--- config.mk ---
export PLATFORM = sky130hd
export DESIGN_NAME = shadow_pwm
export DESIGN_NICKNAME = d
export VERILOG_FILES = /design/src/rtl/shpwm_pkg.sv /design/src/rtl/shpwm_regs_ctrl.sv /design/src/rtl/shpwm_channel.sv /design/src/rtl/shpwm_datapath.sv /design/src/rtl/shadow_pwm.sv
export SDC_FILE = /design/constraint.sdc
export NUM_CORES = 2
export LEC_CHECK = 0
export BUFFER_PORTS_ARGS = -buffer_cell sky130_fd_sc_hd__buf_4
export CORE_ASPECT_RATIO = 1.4
export CORE_UTILIZATION = 60
export DETAILED_ROUTE_END_ITERATION = 16
export GPL_TIMING_DRIVEN = 0
export HOLD_SLACK_MARGIN = 0.08
export PLACE_DENSITY = 0.73
export SETUP_SLACK_MARGIN = 0.02
export SLEW_MARGIN = 20
export SYNTH_ARGS = -nofsm -noshare
export SYNTH_HDL_FRONTEND = slang
export SYNTH_HIERARCHICAL = 1
export SYNTH_SLANG_ARGS = --single-unit
export TNS_END_PERCENT = 20
--- constraint.sdc ---
create_clock -name clk -period 4 [get_ports clk]
set_input_delay 0.4 -clock clk [delete_from_list [all_inputs] [get_ports clk]]
set_output_delay 0.4 -clock clk [all_outputs]
set_load 0.01 [all_outputs]
--- src/rtl/shpwm_pkg.sv ---
package shpwm_pkg;
  localparam int ADDR_W = 12;
  localparam int DATA_W = 32;
  // stored control: bit 2 = inversion, bits 1:0 = divider code
  localparam int CTRL_W = 3;
  localparam int CTRL_POL_BIT = 5;
  localparam logic [6:0] BANK_PERIOD = 7'h20;
  localparam logic [6:0] BANK_DUTY   = 7'h21;
  localparam logic [6:0] BANK_CTRL   = 7'h22;

  typedef struct packed {
    logic load;  // copy shadow into the active set, restart counting
    logic halt;  // the loaded period is zero: go idle
  } chStrobe_t;
endpackage

--- src/rtl/shpwm_regs_ctrl.sv ---
module shpwm_regs_ctrl
  import shpwm_pkg::*;
#(
  parameter int NUM_CH = 8,
  parameter int CNT_W  = 16
) (
  input  logic                             clk,
  input  logic                             rstN,
  input  logic [ADDR_W-1:0]                busAddr,
  input  logic                             busWrEn,
  input  logic [DATA_W-1:0]                busWrData,
  output logic [DATA_W-1:0]                busRdData,
  input  logic [NUM_CH-1:0]                running,
  input  logic [NUM_CH-1:0]                periodEnd,
  output logic [NUM_CH-1:0][CNT_W-1:0]     shPeriod,
  output logic [NUM_CH-1:0][CNT_W-1:0]     shDuty,
  output logic [NUM_CH-1:0][CTRL_W-1:0]    shCtrl,
  output chStrobe_t [NUM_CH-1:0]           strobes
);
  logic [6:0] bankSel;
  logic [2:0] chSel;
  logic       wordOk;
  logic       unusedWr;

  assign bankSel  = busAddr[11:5];
  assign chSel    = busAddr[4:2];
  assign wordOk   = (busAddr[1:0] == 2'b00);
  assign unusedWr = ^busWrData;

  for (genvar ch = 0; ch < NUM_CH; ch++) begin : gChan
    localparam logic [2:0] CH_IDX = 3'(ch);
    logic             hit, wrPer, wrDuty, wrCtrl;
    logic             pend, commit;
    logic [CNT_W-1:0] perReg, dutyReg;
    logic [CTRL_W-1:0] ctrlReg;

    assign hit    = busWrEn && wordOk && (chSel == CH_IDX);
    assign wrPer  = hit && (bankSel == BANK_PERIOD);
    assign wrDuty = hit && (bankSel == BANK_DUTY);
    assign wrCtrl = hit && (bankSel == BANK_CTRL);

    // an armed commit fires when idle or on the wrap edge
    assign commit = pend && (periodEnd[ch] || !running[ch]);

    always_ff @(posedge clk) begin
      if (!rstN) begin
        perReg  <= '0;
        dutyReg <= '0;
        ctrlReg <= '0;
        pend    <= 1'b0;
      end else begin
        if (wrPer)  perReg  <= busWrData[CNT_W-1:0];
        if (wrDuty) dutyReg <= busWrData[CNT_W-1:0];
        if (wrCtrl) ctrlReg <= {busWrData[CTRL_POL_BIT], busWrData[1:0]};
        if (wrPer)       pend <= 1'b1;
        else if (commit) pend <= 1'b0;
      end
    end

    assign shPeriod[ch]     = perReg;
    assign shDuty[ch]       = dutyReg;
    assign shCtrl[ch]       = ctrlReg;
    assign strobes[ch].load = commit;
    assign strobes[ch].halt = commit && (perReg == '0);
  end

  always_comb begin
    busRdData = '0;
    for (int i = 0; i < NUM_CH; i++) begin
      if (wordOk && (chSel == 3'(i))) begin
        case (bankSel)
          BANK_PERIOD: busRdData = DATA_W'(shPeriod[i]);
          BANK_DUTY:   busRdData = DATA_W'(shDuty[i]);
          BANK_CTRL: begin
            busRdData[CTRL_POL_BIT] = shCtrl[i][2];
            busRdData[1:0]          = shCtrl[i][1:0];
          end
          default: ;
        endcase
      end
    end
  end
endmodule

--- src/rtl/shpwm_channel.sv ---
module shpwm_channel
  import shpwm_pkg::*;
#(
  parameter int CNT_W = 16,
  parameter int PRE_W = 3
) (
  input  logic              clk,
  input  logic              rstN,
  input  logic              tick,
  input  chStrobe_t         strobe,
  input  logic [CNT_W-1:0]  ldPeriod,
  input  logic [CNT_W-1:0]  ldDuty,
  input  logic [CTRL_W-1:0] ldCtrl,
  output logic              pwmBit,
  output logic              running,
  output logic              periodEnd
);
  logic [CNT_W-1:0] actPeriod, actDuty, count;
  logic [1:0]       actDiv;
  logic             actPol, runFlag, step;
  logic [PRE_W-1:0] preCnt, divLast;

  always_comb begin
    case (actDiv)
      2'd0:    divLast = PRE_W'(0);
      2'd1:    divLast = PRE_W'(1);
      2'd2:    divLast = PRE_W'(3);
      default: divLast = PRE_W'(7);
    endcase
  end

  assign step      = runFlag && tick && (preCnt == divLast);
  assign periodEnd = step && (count == actPeriod - CNT_W'(1));
  assign running   = runFlag;
  assign pwmBit    = runFlag && ((count < actDuty) ^ actPol);

  always_ff @(posedge clk) begin
    if (!rstN) begin
      actPeriod <= '0;
      actDuty   <= '0;
      actDiv    <= '0;
      actPol    <= 1'b0;
      count     <= '0;
      preCnt    <= '0;
      runFlag   <= 1'b0;
    end else if (strobe.load) begin
      actPeriod <= ldPeriod;
      actDuty   <= ldDuty;
      actDiv    <= ldCtrl[1:0];
      actPol    <= ldCtrl[2];
      count     <= '0;
      preCnt    <= '0;
      runFlag   <= !strobe.halt;
    end else if (runFlag && tick) begin
      if (step) begin
        preCnt <= '0;
        count  <= periodEnd ? '0 : count + CNT_W'(1);
      end else begin
        preCnt <= preCnt + PRE_W'(1);
      end
    end
  end
endmodule

--- src/rtl/shpwm_datapath.sv ---
module shpwm_datapath
  import shpwm_pkg::*;
#(
  parameter int NUM_CH = 8,
  parameter int CNT_W  = 16
) (
  input  logic                          clk,
  input  logic                          rstN,
  input  logic                          tick,
  input  chStrobe_t [NUM_CH-1:0]        strobes,
  input  logic [NUM_CH-1:0][CNT_W-1:0]  shPeriod,
  input  logic [NUM_CH-1:0][CNT_W-1:0]  shDuty,
  input  logic [NUM_CH-1:0][CTRL_W-1:0] shCtrl,
  output logic [NUM_CH-1:0]             pwmOut,
  output logic [NUM_CH-1:0]             running,
  output logic [NUM_CH-1:0]             periodEnd
);
  localparam int PRE_W = 3;  // largest divide is 8

  for (genvar ch = 0; ch < NUM_CH; ch++) begin : gChan
    shpwm_channel #(.CNT_W(CNT_W), .PRE_W(PRE_W)) chan_i (
      .clk      (clk),
      .rstN     (rstN),
      .tick     (tick),
      .strobe   (strobes[ch]),
      .ldPeriod (shPeriod[ch]),
      .ldDuty   (shDuty[ch]),
      .ldCtrl   (shCtrl[ch]),
      .pwmBit   (pwmOut[ch]),
      .running  (running[ch]),
      .periodEnd(periodEnd[ch])
    );
  end
endmodule

--- src/rtl/shadow_pwm.sv ---
module shadow_pwm
  import shpwm_pkg::*;
#(
  parameter int NUM_CH = 8,
  parameter int CNT_W  = 16
) (
  input  logic              clk,
  input  logic              rstN,
  input  logic              tick,
  input  logic [ADDR_W-1:0] busAddr,
  input  logic              busWrEn,
  input  logic [DATA_W-1:0] busWrData,
  output logic [DATA_W-1:0] busRdData,
  output logic [NUM_CH-1:0] pwmOut
);
  chStrobe_t [NUM_CH-1:0]          strobes;
  logic [NUM_CH-1:0][CNT_W-1:0]    shPeriod, shDuty;
  logic [NUM_CH-1:0][CTRL_W-1:0]   shCtrl;
  logic [NUM_CH-1:0]               runningVec, periodEndVec, commitVec;

  shpwm_regs_ctrl #(.NUM_CH(NUM_CH), .CNT_W(CNT_W)) ctrl_i (
    .clk      (clk),
    .rstN     (rstN),
    .busAddr  (busAddr),
    .busWrEn  (busWrEn),
    .busWrData(busWrData),
    .busRdData(busRdData),
    .running  (runningVec),
    .periodEnd(periodEndVec),
    .shPeriod (shPeriod),
    .shDuty   (shDuty),
    .shCtrl   (shCtrl),
    .strobes  (strobes)
  );

  shpwm_datapath #(.NUM_CH(NUM_CH), .CNT_W(CNT_W)) dp_i (
    .clk      (clk),
    .rstN     (rstN),
    .tick     (tick),
    .strobes  (strobes),
    .shPeriod (shPeriod),
    .shDuty   (shDuty),
    .shCtrl   (shCtrl),
    .pwmOut   (pwmOut),
    .running  (runningVec),
    .periodEnd(periodEndVec)
  );

  for (genvar ch = 0; ch < NUM_CH; ch++) begin : gCommit
    assign commitVec[ch] = strobes[ch].load;
  end
endmodule

==> run summary <==
total gr overflow: 0
GP Congestion: 1.06
Slew Viols, Final: 0
core area: 66700 µm²
Area after DPL: 42000 µm²
Max Cap Viol: 0
Hold WC Path Type: input port to flip-flop
average cell area after synthesis: 8.84 µm²
multi-input logic area: 23900 µm²
DR vias/cell: 6.04
Worst Path Max Fanout: 10
die width: 222 µm
minimum clock period: 3.99 ns
Final Hold Fails: 0
fin nets: 4914
clk sinks: 728
cell mode on critical path: buf_2
register area share after synthesis: 0.360
Fin Clk Skew: 0.0171 ns
P_leak: 0.0153 µW
post-CTS setup buffers: 0
Core Rows: 112
Die H: 309 µm
RSZ-0062 raised after global routing: yes
TritonRoute pass-1 iters: 6
largest net degree at the start of global routing: 18
number of buffers and inverters on the critical path: 6
Placed Cells incl. Taps: 5500
die area: 68600 µm²
endpoints failing setup: 0
area grow syn2layout: 10.3%
Yosys Warn Count: 6
Setup crit start kind: input port
Tcrit/Tclk final: 0.998
Post-Layout Cell Count: 5635
Crit-path slowest cell: clkbuf_4
CP endpoint kind: primary output
htree depth: 3
Register Area: 14600 µm²
DRT iter0 DRCs: 3074
cell area after layout: 44700 µm²
ys async rst share: 0
slowest stage delay, CP: 0.44 ns
PortBufs: 51
# fillers: 5652
initial antenna violation count: 3
Global Route Usage Sum: 0.370
Clock Latency Late Sink: 0.65 ns
Netlist cell types: 84
Setup CP Type: input port to primary output
Root Buffer: clkbuf_16
synthesized instance count: 4579
Clk pin slew, worst setup/hold paths: 0.06 ns
routed len/inst: 22.8 µm
cell chain of the critical path: buf_2 > buf_2 > buf_2 > clkbuf_4 > clkbuf_4 > mux2i_1 > o22ai_1 > o21ai_0 > o21ai_1 > buf_4
first-pass GRT wire length: 194000 µm
crit path DAT: 3.59 ns
drc violations: 0
status: finished, final reports clean
Worst-Margin Slew: 1.27 ns
vias in the first global route: 32400
CTS tree: done
power density cells: 336 nW/µm²
Max-slew headroom: 0.152
Initial Utilization: 0.607
max frequency: 251 MHz
post-route ant nets: 0
DRT Wirelength: 129000 µm
Hold Slack: 0.123 ns
Peak VDD IR: 0.352 mV
Max Root-Sink Buffers: 3
WP data required: 3.60 ns
number of synthesized flops with an enable pin: 0
Post-Syn Area: 40500 µm²
DP HPWL: 96200 µm
share of layout cells above drive strength 1: 0.0824
Vias: 34000
top_reg_cell synth: dfxtp_1
cell family with most CP delay: buffers and inverters
TritonCTS buffer count: 74
# IOs: 88
FF+latch count, synth: 728
[registers in the layout, summed over array words and instances (netlist names)]
signal,cells
ctrl_i/gChan.dutyReg,128
dp_i/gChan.chan_i/actPeriod,128
dp_i/gChan.chan_i/actPol,8
ctrl_i/gChan.perReg,128
dp_i/gChan.chan_i/actDuty,128
ctrl_i/gChan.pend,8
dp_i/gChan.chan_i/running,8
dp_i/gChan.chan_i/actDiv,16
dp_i/gChan.chan_i/count,128
dp_i/gChan.chan_i/preCnt,24
ctrl_i/gChan.ctrlReg,24
[worst min-delay path: stages]
cell,delay (ns)
buf_4,0.15
mux2i_1,0.08
nor2b_1,0.09
[final timing paths]
| check | from | end | slack, ns | cells past startpoint |
|---|---|---|---|---|
| max | busAddr[5] | busRdData[2] | 0.01 | 10 |
| max reg2reg | dp_i/gChan[3].chan_i/actPeriod[6] | dp_i/gChan[3].chan_i/actDuty[9] | 0.10 | 14 |
| min | busWrData[0] | ctrl_i/gChan[2].perReg[0] | 0.12 | 3 |
| min reg2reg | ctrl_i/gChan[5].dutyReg[13] | ctrl_i/gChan[5].dutyReg[13] | 0.49 | 2 |
[cells in the mapped netlist (15+ instances only)]
library cell,n,area [µm²]
nor4b_1,17,149
nand2_1,508,1910
o21ai_0,92,460
nand2b_1,63,394
nand4_1,48,300
a21boi_0,173,1300
a211oi_1,16,120
mux2i_1,524,5250
nor4_4,17,362
clkbuf_1,168,631
inv_1,189,709
buf_1,22,82.6
nor2b_1,410,2560
or4_1,15,113
or3_1,25,156
o31ai_1,18,135
a2111oi_0,16,140
and4_1,32,280
a21oi_1,96,480
o211ai_1,19,143
nand3_1,113,566
buf_6,22,248
nor3b_1,17,128
buf_4,27,203
nor3_1,57,285
xnor2_1,136,1190
nor2_1,284,1070
dfxtp_1,728,14600
and3_1,28,175
o22ai_1,46,288
xor2_1,120,1050
nor4_1,58,363
ha_1,144,1800
buf_2,42,210
a21o_1,32,240
and2_1,21,131
[through the flow]
stage	TNS, ns	worst slack (ns)	util	total power (µW)
final	0	0.00963	0.669	15000
after global routing	-0.448	-0.0872	0.669	15400
after CTS	0	0.0235	0.668	15100
after detailed placement	-50.93	-0.703	0.630	7970
after global placement	-46.48	-0.689	0.630	7970
after floorplan	0	0.289	-	7720
[routing by layer]
metal  up-vias  share of wire  GRT usage
li1      16200              -          -
met3       360          0.063     0.0459
met2      1236           0.47      0.622
met5         -        0.00016          0
met1     16200           0.41      0.457
met4         4          0.061      0.214
[timing repair]
action,4_1_cts,5_1_grt
gates cloned,0,0
hold buffers,1,0
hold endpoints to repair,1,0
resized for setup,31,49
endpoints found under the setup margin,181,213
pin swaps,0,4
[report_power, final]
group | total (µW) | switching, µW | internal [µW]
sequential | 7250 | 0.471 | 7250
clock | 7200 | 3050 | 4150
combinational | 583 | 396 | 187
total | 15000 | 3440 | 11600
[logic make-up after synthesis]
| kind of cell | synth area share |
|---|---|
| AO/OA/AOI/OAI | 0.121 |
| other | 0.0000926 |
| AND/OR/NAND/NOR | 0.237 |
| multiplexers | 0.130 |
| flip-flops | 0.360 |
| buffers and inverters | 0.0519 |
| adder cells (fa/ha/maj) | 0.0445 |
| XOR/XNOR | 0.0554 |
[placed cells by master, fill, tap and decap left out, types with 32 or more instances in the layout]
cell type and count:
a21boi_0 170, a21o_1 32, a21oi_1 96, and4_1 32
buf_2 43, buf_4 85, clkbuf_1 168, clkbuf_16 74
dfxtp_1 728, ha_1 144, inv_1 189, mux2i_1 524
nand2_1 508, nand2b_1 63, nand3_1 113, nand4_1 48
nor2_1 284, nor2b_1 410, nor3_1 55, nor4_1 51
o21ai_0 92, o22ai_1 46, xnor2_1 136, xor2_1 120
[cell type report]
class,count,share of cell area
Clock inverter,27,0.00804
Multi-Input combinational cell,3395,0.536
Timing Repair Buffer,52,0.00880
Tap cell,855,0.0240
Sequential cell,728,0.326
Clock buffer,106,0.0473
Inverter,189,0.0159
Buffer,282,0.0336
Antenna cell,1,0.0000560
Note: power is estimated with default switching activity, not from simulation.
